[src/rtl/sio_rxq_pkg.sv]
// Package: shared constants for the mode-switchable receive queue.
// The control-register bit positions are decoded by the host-side register model,
// so they are fixed; everything else derives from them.
package sio_rxq_pkg;
    localparam int CTL_W     = 8;
    localparam int EN_BIT    = 0;   // FIFO mode enable
    localparam int RXRST_BIT = 1;   // receiver reset request
    localparam int DMA_BIT   = 3;   // DMA mode select, stored only
    localparam int TRIG_LO   = 6;   // receive trigger level, stored only
    localparam int TRIG_HI   = 7;
    localparam logic [CTL_W-1:0] KEEP_MASK =
        CTL_W'((1 << EN_BIT) | (1 << DMA_BIT) | (1 << TRIG_LO) | (1 << TRIG_HI));

    // Which input currently feeds the queue
    typedef enum logic {SRC_EXT = 1'b0, SRC_LOOP = 1'b1} src_sel_e;
endpackage

[src/rtl/sio_rxq_ctl.sv]
// Module: FIFO control register.
// Holds the stored control value and decodes, for each write, whether the queue
// must be emptied. It also derives the queue capacity (1 or DEPTH) from the stored
// enable bit.
// Assumes: a write and its flush take effect at the same clock edge.
module sio_rxq_ctl
    import sio_rxq_pkg::*;
#(
    parameter int DEPTH = 16,
    parameter int CNT_W = $clog2(DEPTH + 1)
) (
    input  logic             clk,
    input  logic             rst_n,
    input  logic             wr,
    input  logic [CTL_W-1:0] wdata,
    output logic [CTL_W-1:0] rdata,
    output logic             flush,
    output logic [CNT_W-1:0] cap
);
    logic [CTL_W-1:0] ctl_q;
    logic             en_flip;

    // Decode the flush request of the current write
    always_comb begin
        en_flip = wr & (wdata[EN_BIT] ^ ctl_q[EN_BIT]);
        flush   = en_flip | (wr & wdata[EN_BIT] & wdata[RXRST_BIT]);
    end

    // Store the control value: all zero when disabled, masked when enabled
    always_ff @(posedge clk) begin
        if (!rst_n) begin
            ctl_q <= '0;
        end else if (wr) begin
            ctl_q <= wdata[EN_BIT] ? (wdata & KEEP_MASK) : '0;
        end
    end

    // Capacity follows the stored enable bit
    always_comb cap = ctl_q[EN_BIT] ? CNT_W'(DEPTH) : CNT_W'(1);

    assign rdata = ctl_q;
endmodule

[src/rtl/sio_rxq_src.sv]
// Module: push source selection and overrun detection.
// Chooses the loopback or external input by mode and qualifies the push with
// full/flush. It registers a one-cycle overrun pulse when a loopback byte meets
// a full queue.
// Assumes: external bytes in loopback mode are consumed and dropped.
module sio_rxq_src
    import sio_rxq_pkg::*;
#(
    parameter int DATA_W = 8
) (
    input  logic              clk,
    input  logic              rst_n,
    input  logic              loop_en,
    input  logic              ext_valid,
    input  logic [DATA_W-1:0] ext_data,
    input  logic              lb_valid,
    input  logic [DATA_W-1:0] lb_data,
    input  logic              full,
    input  logic              flush,
    output logic              push,
    output logic [DATA_W-1:0] push_data,
    output logic              overrun
);
    src_sel_e src_sel;
    logic     sel_valid;
    logic     ovr_d;

    // Pick the active source and gate the push
    always_comb begin
        src_sel = loop_en ? SRC_LOOP : SRC_EXT;
        case (src_sel)
            SRC_LOOP: begin
                sel_valid = lb_valid;
                push_data = lb_data;
            end
            default: begin
                sel_valid = ext_valid;
                push_data = ext_data;
            end
        endcase
        push  = sel_valid & ~full & ~flush;
        ovr_d = (src_sel == SRC_LOOP) & lb_valid & full & ~flush;
    end

    // Register the overrun pulse
    always_ff @(posedge clk) begin
        if (!rst_n) begin
            overrun <= 1'b0;
        end else begin
            overrun <= ovr_d;
        end
    end
endmodule

[src/rtl/sio_rxq_store.sv]
// Module: circular byte storage with a run-time capacity.
// Holds DEPTH entries, but the read and write positions wrap at the cap input,
// which may be smaller. A flush clears the positions and the count and
// overrides any push or pop in the same cycle.
// Assumes: the caller only asserts push when not full; pop on empty is ignored here.
module sio_rxq_store #(
    parameter int DATA_W = 8,
    parameter int DEPTH  = 16,
    parameter int PTR_W  = $clog2(DEPTH),
    parameter int CNT_W  = $clog2(DEPTH + 1)
) (
    input  logic              clk,
    input  logic              rst_n,
    input  logic              flush,
    input  logic [CNT_W-1:0]  cap,
    input  logic              push,
    input  logic [DATA_W-1:0] push_data,
    input  logic              pop,
    output logic [DATA_W-1:0] rd_data,
    output logic [CNT_W-1:0]  count,
    output logic              full,
    output logic              empty
);
    logic [DATA_W-1:0] mem [DEPTH];
    logic [PTR_W-1:0]  wr_ptr, rd_ptr;
    logic              pop_ok;

    // Advance a position, wrapping at the current capacity
    function automatic logic [PTR_W-1:0] step_ptr(input logic [PTR_W-1:0] p,
                                                  input logic [CNT_W-1:0] c);
        logic [CNT_W-1:0] nxt;
        nxt = CNT_W'(p) + CNT_W'(1);
        return (nxt >= c) ? '0 : PTR_W'(nxt);
    endfunction

    // Status flags
    always_comb begin
        empty  = (count == '0);
        full   = (count == cap);
        pop_ok = pop & ~empty & ~flush;
    end

    // Head byte, all ones when nothing is held
    always_comb rd_data = empty ? '1 : mem[rd_ptr];

    // Write the pushed byte into its slot
    always_ff @(posedge clk) begin
        for (int i = 0; i < DEPTH; i++) begin
            if (push && (wr_ptr == PTR_W'(i))) begin
                mem[i] <= push_data;
            end
        end
    end

    // Positions and occupancy
    always_ff @(posedge clk) begin
        if (!rst_n || flush) begin
            wr_ptr <= '0;
            rd_ptr <= '0;
            count  <= '0;
        end else begin
            if (push) begin
                wr_ptr <= step_ptr(wr_ptr, cap);
            end
            if (pop_ok) begin
                rd_ptr <= step_ptr(rd_ptr, cap);
            end
            case ({push, pop_ok})
                2'b10:   count <= count + CNT_W'(1);
                2'b01:   count <= count - CNT_W'(1);
                default: count <= count;
            endcase
        end
    end
endmodule

[src/rtl/sio_rxq.sv]
// Module: mode-switchable serial receive queue (top).
// Joins the control register, the source selector and the storage. Capacity is 1
// while the stored enable bit is clear and DEPTH while it is set.
// Assumes: a single clock domain; all inputs are synchronous to clk.
module sio_rxq
    import sio_rxq_pkg::*;
#(
    parameter int DATA_W = 8,
    parameter int DEPTH  = 16
) (
    input  logic                       clk,
    input  logic                       rst_n,
    input  logic                       ctl_wr,
    input  logic [7:0]                 ctl_wdata,
    output logic [7:0]                 ctl_rdata,
    input  logic                       loop_en,
    input  logic                       ext_valid,
    input  logic [DATA_W-1:0]          ext_data,
    input  logic                       lb_valid,
    input  logic [DATA_W-1:0]          lb_data,
    output logic                       push_ready,
    input  logic                       pop_req,
    output logic [DATA_W-1:0]          pop_data,
    output logic [$clog2(DEPTH+1)-1:0] level,
    output logic                       not_empty,
    output logic                       overrun
);
    localparam int PTR_W = $clog2(DEPTH);
    localparam int CNT_W = $clog2(DEPTH + 1);

    logic             flush;
    logic [CNT_W-1:0] cap;
    logic             full, empty, push;
    logic [DATA_W-1:0] push_data;

    sio_rxq_ctl #(.DEPTH(DEPTH), .CNT_W(CNT_W)) u_ctl (
        .clk   (clk),
        .rst_n (rst_n),
        .wr    (ctl_wr),
        .wdata (ctl_wdata),
        .rdata (ctl_rdata),
        .flush (flush),
        .cap   (cap)
    );

    sio_rxq_src #(.DATA_W(DATA_W)) u_src (
        .clk       (clk),
        .rst_n     (rst_n),
        .loop_en   (loop_en),
        .ext_valid (ext_valid),
        .ext_data  (ext_data),
        .lb_valid  (lb_valid),
        .lb_data   (lb_data),
        .full      (full),
        .flush     (flush),
        .push      (push),
        .push_data (push_data),
        .overrun   (overrun)
    );

    sio_rxq_store #(.DATA_W(DATA_W), .DEPTH(DEPTH), .PTR_W(PTR_W), .CNT_W(CNT_W)) u_store (
        .clk       (clk),
        .rst_n     (rst_n),
        .flush     (flush),
        .cap       (cap),
        .push      (push),
        .push_data (push_data),
        .pop       (pop_req),
        .rd_data   (pop_data),
        .count     (level),
        .full      (full),
        .empty     (empty)
    );

    // Port-side status
    always_comb begin
        push_ready = ~full;
        not_empty  = ~empty;
    end
endmodule

[config.mk]
export PLATFORM = sky130hd
export DESIGN_NAME = sio_rxq
export DESIGN_NICKNAME = d
export VERILOG_FILES = /design/src/rtl/sio_rxq_pkg.sv /design/src/rtl/sio_rxq_ctl.sv /design/src/rtl/sio_rxq_src.sv /design/src/rtl/sio_rxq_store.sv /design/src/rtl/sio_rxq.sv
export SDC_FILE = /design/constraint.sdc
export NUM_CORES = 1
export LEC_CHECK = 0
export BUFFER_PORTS_ARGS = -buffer_cell sky130_fd_sc_hd__buf_4
export CORE_MARGIN = 10
export CORE_UTILIZATION = 64
export DETAILED_ROUTE_END_ITERATION = 16
export GPL_ROUTABILITY_DRIVEN = 1
export PLACE_DENSITY = 0.83
export SLEW_MARGIN = 15
export SYNTH_ARGS = -nofsm -noshare
export SYNTH_HDL_FRONTEND = slang
export SYNTH_SLANG_ARGS = --single-unit
[constraint.sdc]
create_clock -name clk -period 7.66 [get_ports clk]
set_input_delay 1.149 -clock clk [delete_from_list [all_inputs] [get_ports clk]]
set_output_delay 1.149 -clock clk [all_outputs]
set_load 0.02 [all_outputs]
==> results of run 1 <==
-- flip-flops by register name, summed over array words and instances (netlist names), named ones only --
signal / cells
u_store.mem: 128
u_store.count: 5
u_ctl.rdata: 4
u_store.rd_ptr: 4
u_store.wr_ptr: 4
u_src.overrun: 1
-- per-layer routing --
metal  share of wire [%]  vias up  track usage [%]
li1                    -     1623                -
met1                  40     1817             22.5
met5                   0        -                0
met4                 2.2        0             8.60
met2                  52      124             31.1
met3                 5.7       27             5.54
-- worst min path at each step --
| stage | startpoint | to | slack, ns | cells past startpoint |
|---|---|---|---|---|
| 2_1_floorplan | u_store.rd_ptr[1]$_SDFFE_PP0P_ | flop | 0.48 | 2 |
| 3_3_place_gp | u_ctl.rdata[7]$_SDFFE_PN0P_ | u_ctl.rdata[7]$_SDFFE_PN0P_ | 0.47 | 2 |
| 3_5_place_dp | u_ctl.rdata[6]$_SDFFE_PN0P_ | u_ctl.rdata[6]$_SDFFE_PN0P_ | 0.48 | 2 |
| 4_1_cts | u_ctl.rdata[6]$_SDFFE_PN0P_ | u_ctl.rdata[6]$_SDFFE_PN0P_ | 0.48 | 2 |
| 5_1_grt | u_ctl.rdata[6]$_SDFFE_PN0P_ | u_ctl.rdata[6]$_SDFFE_PN0P_ | 0.53 | 2 |
| 6_report | u_ctl.rdata[6]$_SDFFE_PN0P_ | u_ctl.rdata[6]$_SDFFE_PN0P_ | 0.48 | 2 |
-- power breakdown --
part / total [µW] / switching (µW) / leakage, µW / internal, µW
registers: 909 / 8.18 / 0.00133 / 901
clock network: 823 / 305 / 0.000285 / 518
logic: 175 / 105 / 0.000904 / 69.6
total: 1910 / 419 / 0.00252 / 1490
-- metrics by stage --
step                cell area [µm²]  hold WS, ns  instances  worst slack (ns)  total power [µW]
finish                         7470        0.482        570              3.90              1910
global route                   7470        0.530        570              3.71              1960
CTS                            7470        0.484        570              3.84              1910
detailed placement             6890        0.475        540              4.06              1100
global placement               6890        0.466        540              4.11              1090
floorplan                      6490        0.481        382              4.26              1040
-- cell type report --
| class | instances | share of cell area [%] |
|---|---|---|
| repair buffers | 48 | 4.82 |
| clock inverters | 13 | 2.19 |
| clock buffers | 17 | 5.54 |
| inverters | 8 | 0.402 |
| flip-flops and latches | 150 | 57.4 |
| multi-input cells | 201 | 27.4 |
| well taps | 133 | 2.23 |
-- synthesized netlist by cell type, drive strengths merged (6+ instances only) --
library cell | count | area (µm²)
and3 | 7 | 43.8
nor2 | 10 | 47.6
ha | 12 | 150
mux4 | 32 | 721
buf | 14 | 95.1
a21oi | 6 | 30.0
clkbuf | 9 | 33.8
inv | 8 | 30.0
o21ai | 6 | 33.8
mux2 | 8 | 90.1
mux2i | 21 | 210
dfxtp | 22 | 440
a22oi | 9 | 67.6
edfxtp | 128 | 3840
-- worst max-delay path: stages, from the launching register on --
cell and delay, ns:
dfxtp_2 0.31, buf_4 0.51, mux4_2 0.59, mux2i_1 0.25, a22oi_1 0.17, buf_4 0.22
-- cell usage in the layout (no fill, tap or decap), types with 3 or more instances in the layout --
master     netlist  routed
a21boi_0         3       3
a21oi_1          6       6
a22oi_1          9       9
a31oi_1          4       4
and3_1           7       7
and3b_1          4       4
and4_1           4       4
and4b_1          3       3
buf_4            9      48
bufinv_16        0       4
clkbuf_16        0      16
clkinv_1         0       3
clkinv_2         0       5
conb_1           1       4
dfxtp_1         22      20
edfxtp_1       128     128
ha_1            12      12
inv_1            7       7
mux2_2           8       8
mux2i_1         21      21
mux4_2          32      32
nand2_1          5       5
nand2b_1         5       5
nand3_1          5       5
nand3b_1         3       3
nand4_1          3       3
nor2_1           8       8
nor2b_1          3       3
nor3_1           4       4
o21ai_0          3       3
o311ai_1         3       3
xnor2_1          3       3
xor2_1           4       4
-- cell families after synthesis --
group | Yosys count | synth area share, %
AO/OA/AOI/OAI | 47 | 5.31
XOR/XNOR | 7 | 0.946
adder cells (fa/ha/maj) | 12 | 2.32
buffers and inverters | 31 | 2.45
flip-flops | 150 | 66.1
multiplexers | 61 | 15.8
other | 1 | 0.0579
AND/OR/NAND/NOR | 70 | 7.07
==> flow_summary.yaml, run 1 <==
outcome:
  status: "finished clean"
clocking:
  cts_setup_buffers: 0
  clk_pin_slew_ns: 0.06
  numCtsBuffers: 17
  h-tree-depth: 4
  worstSkewPairLatency_ns: 0.52
  postCtsHoldBufs: 0
  cts_buffer_depth: 2
  cts-root-buf: "clkbuf_8"
  cts_sinks: 150
  cts_tree: "built"
  post_cts_resized: 0
layout:
  diodes: 0
  fin_nets: 469
  fillers: 594
  drive_gt1_share_pct: 29.3
  seq_area_um2: 4290
  finish.utilization_pct: 76.1
  multi_input_area_um2: 2050
  syn_to_final_growth_pct: 15.3
floorplanning:
  initial_core_util_pct: 66.0
  die_w_um: 121
  core-area_um2: 9820
  ios: 55
  die_area_um2: 14600
  dieHeight_um: 121
  fp-row-count: 36
place:
  gp_congestion: 0.769
  dp_hpwl_um: 8300
  port_buffers: 47
sta:
  fin_crit_sh_pct: 49.0
  slew_violations: 0
  maxSlewHeadroom_pct: 28.2
  setup_viol: 0
  rsz0062_at_grt: "no"
  hold_violations: 0
  fin_tns_setup_ns: 0
  finalClockSkew_ns: 0.0134
  tightestPinTransition_ns: 1.08
  min_period_ns: 3.76
  fmax_ghz: 0.266
logic_synthesis:
  synthDistinctLibCells: 62
  yosysWarningCount: 0
  seq_area_frac_synth_pct: 66.1
  synth_ff_type: "edfxtp_1"
  async_flop_share_pct: 0
  netlist_area_um2: 6480
  avgSynthCellArea_um2: 17.1
  synth_edf_count: 128
  syn_inst: 379
  synth_seq_cells: 150
worst_setup_path:
  cp.arrival_ns: 2.61
  worstReg2RegEnd: "u_store.count[2]$_SDFFE_PP0P_"
  timing_worst_setup_path_type: "flop to output port"
  worstRegToRegCells: 10
  cp_max_fo: 32
  cp.required_ns: 6.51
  startpoint_type: "flop"
  endpoint: "pop_data[1]"
  worstSetupEndpointType: "output port"
  r2r-start: "u_store.count[2]$_SDFFE_PP0P_"
  rrSetupSlack_ns: 4.81
route:
  wl_per_cell_um: 22.9
  ant_nets: 0
  drtIter0Drc: 263
  vias: 3591
  wl_um: 13000
  vias_per_cell: 6.30
  firstDrtPassIters: 4
  drc_errors: 0
global_route:
  overflow: 0
  grt_pass1_wl_um: 20800
  antenna_found_initial: 0
  grt_usage_pct: 18.8
  grt_max_degree: 33
  grt_pass1_vias: 3907
hold_path:
  min_path_type: "flop to flop"
power_and_ir_drop:
  p_leak_uw: 0.00252
  p_per_area_nw_per_um2: 255
  ir_drop_mv: 0.178
flow_run:
  maxCapViolations: 0
Power figures use the tool's default switching activity.
==> run 2: changes to the inputs <==
CORE_UTILIZATION = 59   (was 64)
PLACE_DENSITY = 0.77   (was 0.83)
clock period = 3.7 ns   (was 7.66 ns; I/O delays follow)
==> run 2 against run 1 <==
Against the previous run: die area increased by 7.1%; power is 110% higher; global-route usage down 1.6 points; via count increased by 0.47%; setup slack got worse by 3.3 ns; combinational power is 110% higher; first-iteration DRC count increased by 27%; clock power increased by 110%; critical path depth is the same.
==> flow_summary.yaml, run 2 (synthesis gave the netlist of run 1 again) <==
route:
  wl_met3_um: 713
  ant_nets: 0
  wl_um: 13300
  met1_length_um: 5390
  wl_met2_um: 6960
  firstDrtPassIters: 5
  route.top_layer_used: "met4"
  drc_errors: 0
  wl_per_cell_um: 22.9
  vias: 3608
  drtIter0Drc: 333
  vias_per_cell: 6.21
clocking:
  cts_tree: "built"
  postCtsHoldBufs: 0
  clk_pin_slew_ns: 0.06
  h-tree-depth: 4
  cts_setup_buffers: 0
  cts_buffer_depth: 2
  cts_sinks: 150
  cts-root-buf: "clkbuf_8"
  post_cts_resized: 0
  numCtsBuffers: 17
  worstSkewPairLatency_ns: 0.52
layout:
  largest_reg_flops: 128
  final_cells: 581
  drive_gt1_share_pct: 30.2
  fin_nets: 472
  top_register: "u_store.mem"
  diodes: 0
  top_regs: "u_store.mem: 128 flops, u_store.count: 5 flops"
  final_common_cell: "edfxtp_1"
  syn_to_final_growth_pct: 16.1
  finish.utilization_pct: 69.7
  final_cell_mix: "128 x edfxtp_1, 51 x buf_4, 32 x mux4_2"
sta:
  maxSlewHeadroom_pct: 40.0
  fin_tns_setup_ns: 0
  finalClockSkew_ns: 0.00575
  fin_crit_sh_pct: 83.7
  fmax_ghz: 0.323
  slew_violations: 0
  hold_violations: 0
  min_period_ns: 3.10
  tightestPinTransition_ns: 0.898
  setup_viol: 0
  rsz0062_at_grt: "no"
  hold-worst-slack_ns: 0.279
power_and_ir_drop:
  power_switching_uw: 898
  power_frac_seq_pct: 47.1
  swShare_pct: 22.5
  power_frac_comb_pct: 9.2
  clkPwrFrac_pct: 43.7
  p_per_area_nw_per_um2: 531
  p_int_uw: 3100
  p_leak_uw: 0.00253
  ir_drop_mv: 0.390
worst_setup_path:
  worstSetupEndpointType: "output port"
  rrSetupSlack_ns: 0.76
  startpoint_type: "flop"
  r2r-start: "u_store.count[2]$_SDFFE_PP0P_"
  worstReg2RegEnd: "u_store.count[2]$_SDFFE_PP0P_"
  cp.required_ns: 3.14
  timing_worst_setup_path_type: "flop to output port"
  cp_max_fo: 16
  cp.arrival_ns: 2.54
  worstRegToRegCells: 10
global_route:
  grt_pass1_wl_um: 20800
  grt_pass1_vias: 3758
  grt_usage_pct: 17.3
  overflow: 0
  antenna_found_initial: 0
  grt_max_degree: 33
place:
  dp_hpwl_um: 8420
  port_buffers: 47
  gp_congestion: 0.781
  dp.cells: 550
hold_path:
  whs_endpoint: "u_src.overrun$_SDFF_PN0_"
  min_path_type: "input port to flop"
  min-delay-start: "lb_valid"
  hold_path_depth: 3
floorplanning:
  dieHeight_um: 125
  fp-row-count: 38
  die_w_um: 125
  ios: 55
  core-area_um2: 10800
  initial_core_util_pct: 60.1
  die_area_um2: 15600
outcome:
  status: "finished clean"
flow_run:
  maxCapViolations: 0
run 2: cell count changes in the layout (fill, tap and decap cells not counted), moves of 2 or more:
cell        before  now
clkinv_2         5    3
buf_4           48   51
clkinvlp_4       1    5
clkinv_1         3    0
run 2: through the flow:
stage	total power (µW)	instance area (µm²)	worst slack, ns
5_1_grt	4120	7520	0.458
2_1_floorplan	2140	6490	0.899
4_1_cts	4020	7520	0.567
6_report	4000	7520	0.605
3_5_place_dp	2280	6920	0.729
3_3_place_gp	2270	6920	0.776
run 2: final cells by class:
class                           count  area, µm²
Inverter                            8       30.0
Multi-Input combinational cell    201       2050
Sequential cell                   150       4290
Timing Repair Buffer               51        383
Clock buffer                       18        418
Fill cell                         693       3270
Clock inverter                     13        181
Tap cell                          140        175
run 2: how the worst max path moves through the flow:
stage            startpoint                            end  slack (ns)  cells after the start
2_1_floorplan        ctl_wr  u_store.count[2]$_SDFFE_PP0P_        0.90                     13
3_3_place_gp   ctl_wdata[0]  u_store.count[2]$_SDFFE_PP0P_        0.78                     12
3_5_place_dp   ctl_wdata[0]  u_store.count[2]$_SDFFE_PP0P_        0.73                     12
4_1_cts                flop                    pop_data[2]        0.57                      5
5_1_grt                flop                    pop_data[2]        0.46                      5
6_report               flop                    pop_data[2]        0.60                      5
run 2: power by group through the flow:
stage                     clock network [µW]  registers, µW  logic (µW)
final                                   1750           1880         366
after global routing                    1840           1890         397
after CTS                               1760           1880         367
after detailed placement                   0           1920         364
after global placement                     0           1920         353
after floorplan                            0           1920         225
run 2: per-layer routing:
layer	up-vias	global-route usage (%)
li1	1629	-
met1	1816	20.2
met2	140	29.4
met3	23	4.77
met4	0	6.91
met5	-	0
run 2: critical path, stage by stage, from the launching register on:
cell and delay, ns:
dfxtp_2 0.48, buf_4 0.37, mux4_2 0.57, mux2i_1 0.23, a22oi_1 0.15, buf_4 0.22
==> run 3: changes to the inputs <==
clock period = 3.24 ns   (was 3.7 ns; I/O delays follow)
==> run 3 against run 2 <==
Against the previous run: clock power is 9% higher; register-to-register slack worse by 0.39 ns; worst hold slack worse by 0.073 ns; non-clock buffer count is 1 higher; core utilization hardly changed; final cell count is 0.34% higher; first-iteration DRC count is 21% lower; via count is 1.2% lower; sequential power is 14% higher; clock-buffer cell count is 1 higher; flip-flop and latch count stayed put; setup slack worse by 0.24 ns; largest power group unchanged.
==> flow_summary.yaml, run 3 (synthesis gave the netlist of run 1 again) <==
layout:
  multi_input_area_um2: 2050
  seq_area_um2: 4290
  drive_gt1_share_pct: 30.0
  fin_nets: 473
  diodes: 0
  largest_reg_flops: 128
  top_register: "u_store.mem"
  fillers: 666
  final_common_cell: "edfxtp_1"
  final_cell_mix: "128 x edfxtp_1, 51 x buf_4, 32 x mux4_2"
  top_regs: "u_store.mem: 128 flops, u_store.count: 5 flops"
  syn_to_final_growth_pct: 16.0
  final_cells: 583
  fin_area_um2: 7520
route:
  vias: 3564
  drtIter0Drc: 263
  ant_nets: 0
  wl_per_cell_um: 21.8
  vias_per_cell: 6.11
  drc_errors: 0
  wl_um: 12700
  firstDrtPassIters: 5
global_route:
  grt_pass1_wl_um: 20300
  grt_pass1_vias: 3706
  grt_usage_pct: 16.6
  overflow: 0
  grt_max_degree: 33
  antenna_found_initial: 0
sta:
  fmax_ghz: 0.348
  min_period_ns: 2.87
  setup_viol: 0
  setup_ws_ns: 0.368
  fin_tns_setup_ns: 0
  rsz0062_at_grt: "no"
  slew_violations: 0
  tightestPinTransition_ns: 0.863
  fin_crit_sh_pct: 88.6
  hold_violations: 0
  finalClockSkew_ns: 0.00716
  maxSlewHeadroom_pct: 42.3
place:
  dp_hpwl_um: 8600
  dp.cells: 551
  placed_area_um2: 6940
  port_buffers: 47
  place_ws_ns: 0.320
  gp_congestion: 0.751
clocking:
  cts_tree: "built"
  clk_pin_slew_ns: 0.06
  worstSkewPairLatency_ns: 0.52
  cts-root-buf: "clkbuf_8"
  postCtsHoldBufs: 0
  cts_buffer_depth: 2
  cts_sinks: 150
  h-tree-depth: 4
  numCtsBuffers: 17
  cts_setup_buffers: 0
  post_cts_resized: 0
hold_path:
  min-delay-start: "lb_valid"
  min_path_type: "input port to flop"
  whs_endpoint: "u_src.overrun$_SDFF_PN0_"
  hold_path_depth: 3
power_and_ir_drop:
  p_leak_uw: 0.00253
  p_per_area_nw_per_um2: 595
  ir_drop_mv: 0.335
worst_setup_path:
  worstSetupEndpointType: "flop"
  worstRegToRegCells: 10
  cp.arrival_ns: 3.32
  cp_max_fo: 8
  r2r-start: "u_store.count[3]$_SDFFE_PP0P_"
  startpoint_type: "flop"
  rrSetupSlack_ns: 0.37
  cp.required_ns: 3.69
  timing_worst_setup_path_type: "flop to flop"
  worstReg2RegEnd: "u_store.count[4]$_SDFFE_PP0P_"
floorplanning:
  initial_core_util_pct: 60.1
  fp-row-count: 38
  die_area_um2: 15600
  ios: 55
  core-area_um2: 10800
  die_w_um: 125
  dieHeight_um: 125
outcome:
  status: "finished clean"
flow_run:
  maxCapViolations: 0
==> run 3: cell count changes in the layout (fill, tap and decap cells not counted) <==
cell / previous run / this run
bufinv_16: 4 / 3
clkinv_1: 0 / 1
clkinv_4: 0 / 1
buf_12: 0 / 1
clkbuf_1: 1 / 2
clkinvlp_4: 5 / 4
==> run 3: critical path: stages (launching register included) <==
cell,delay [ns]
dfxtp_1,0.38
or4_4,0.54
o22ai_2,0.27
nor2_1,0.13
ha_1,0.31
xor2_1,0.18
ha_1,0.19
a21oi_1,0.23
a32oi_1,0.15
a31oi_1,0.21
mux2i_1,0.21
==> run 3: area by class of cell <==
| type | instances | area share [%] |
|---|---|---|
| Clock buffer | 19 | 5.61 |
| Sequential cell | 150 | 57.0 |
| Inverter | 8 | 0.399 |
| Multi-Input combinational cell | 201 | 27.3 |
| Tap cell | 140 | 2.33 |
| Clock inverter | 13 | 2.08 |
| Timing Repair Buffer | 52 | 5.36 |
==> run 3: layer usage <==
layer	up-vias	wire (µm)	global-route usage [%]	share of wire, %
met5	-	0	0	0
met4	0	153	4.67	1.2
met3	12	548	4.94	4.3
met2	78	6870	28.7	54
met1	1840	5160	19.7	40
li1	1634	-	-	-
==> run 3: report_power, final <==
part	internal [µW]	switching, µW
Combinational	168	256
Sequential	2130	16.4
Clock	1170	740
Total	3470	1010
==> run 3: metrics by stage <==
stage	utilization [%]	total power, µW	hold WS (ns)
2_1_floorplan	-	2450	0.481
4_1_cts	69.7	4490	0.193
5_1_grt	69.7	4610	0.224
6_report	69.7	4480	0.206
3_5_place_dp	64.3	2610	0.473
3_3_place_gp	64.3	2600	0.465
==> run 3: worst max-delay path by stage <==
stage | from | to | slack, ns | cells after the start
3_3_place_gp | ctl_wdata[0] | u_store.count[2]$_SDFFE_PP0P_ | 0.39 | 12
6_report | u_store.count[3]$_SDFFE_PP0P_ | u_store.count[4]$_SDFFE_PP0P_ | 0.37 | 10
5_1_grt | u_ctl.rdata[0]$_SDFFE_PN0P_ | u_store.count[2]$_SDFFE_PP0P_ | 0.23 | 11
2_1_floorplan | u_store.count[1]$_SDFFE_PP0P_ | u_store.count[2]$_SDFFE_PP0P_ | 0.50 | 11
3_5_place_dp | ctl_wdata[0] | u_store.count[2]$_SDFFE_PP0P_ | 0.32 | 12
4_1_cts | u_store.count[3]$_SDFFE_PP0P_ | u_store.count[4]$_SDFFE_PP0P_ | 0.36 | 10
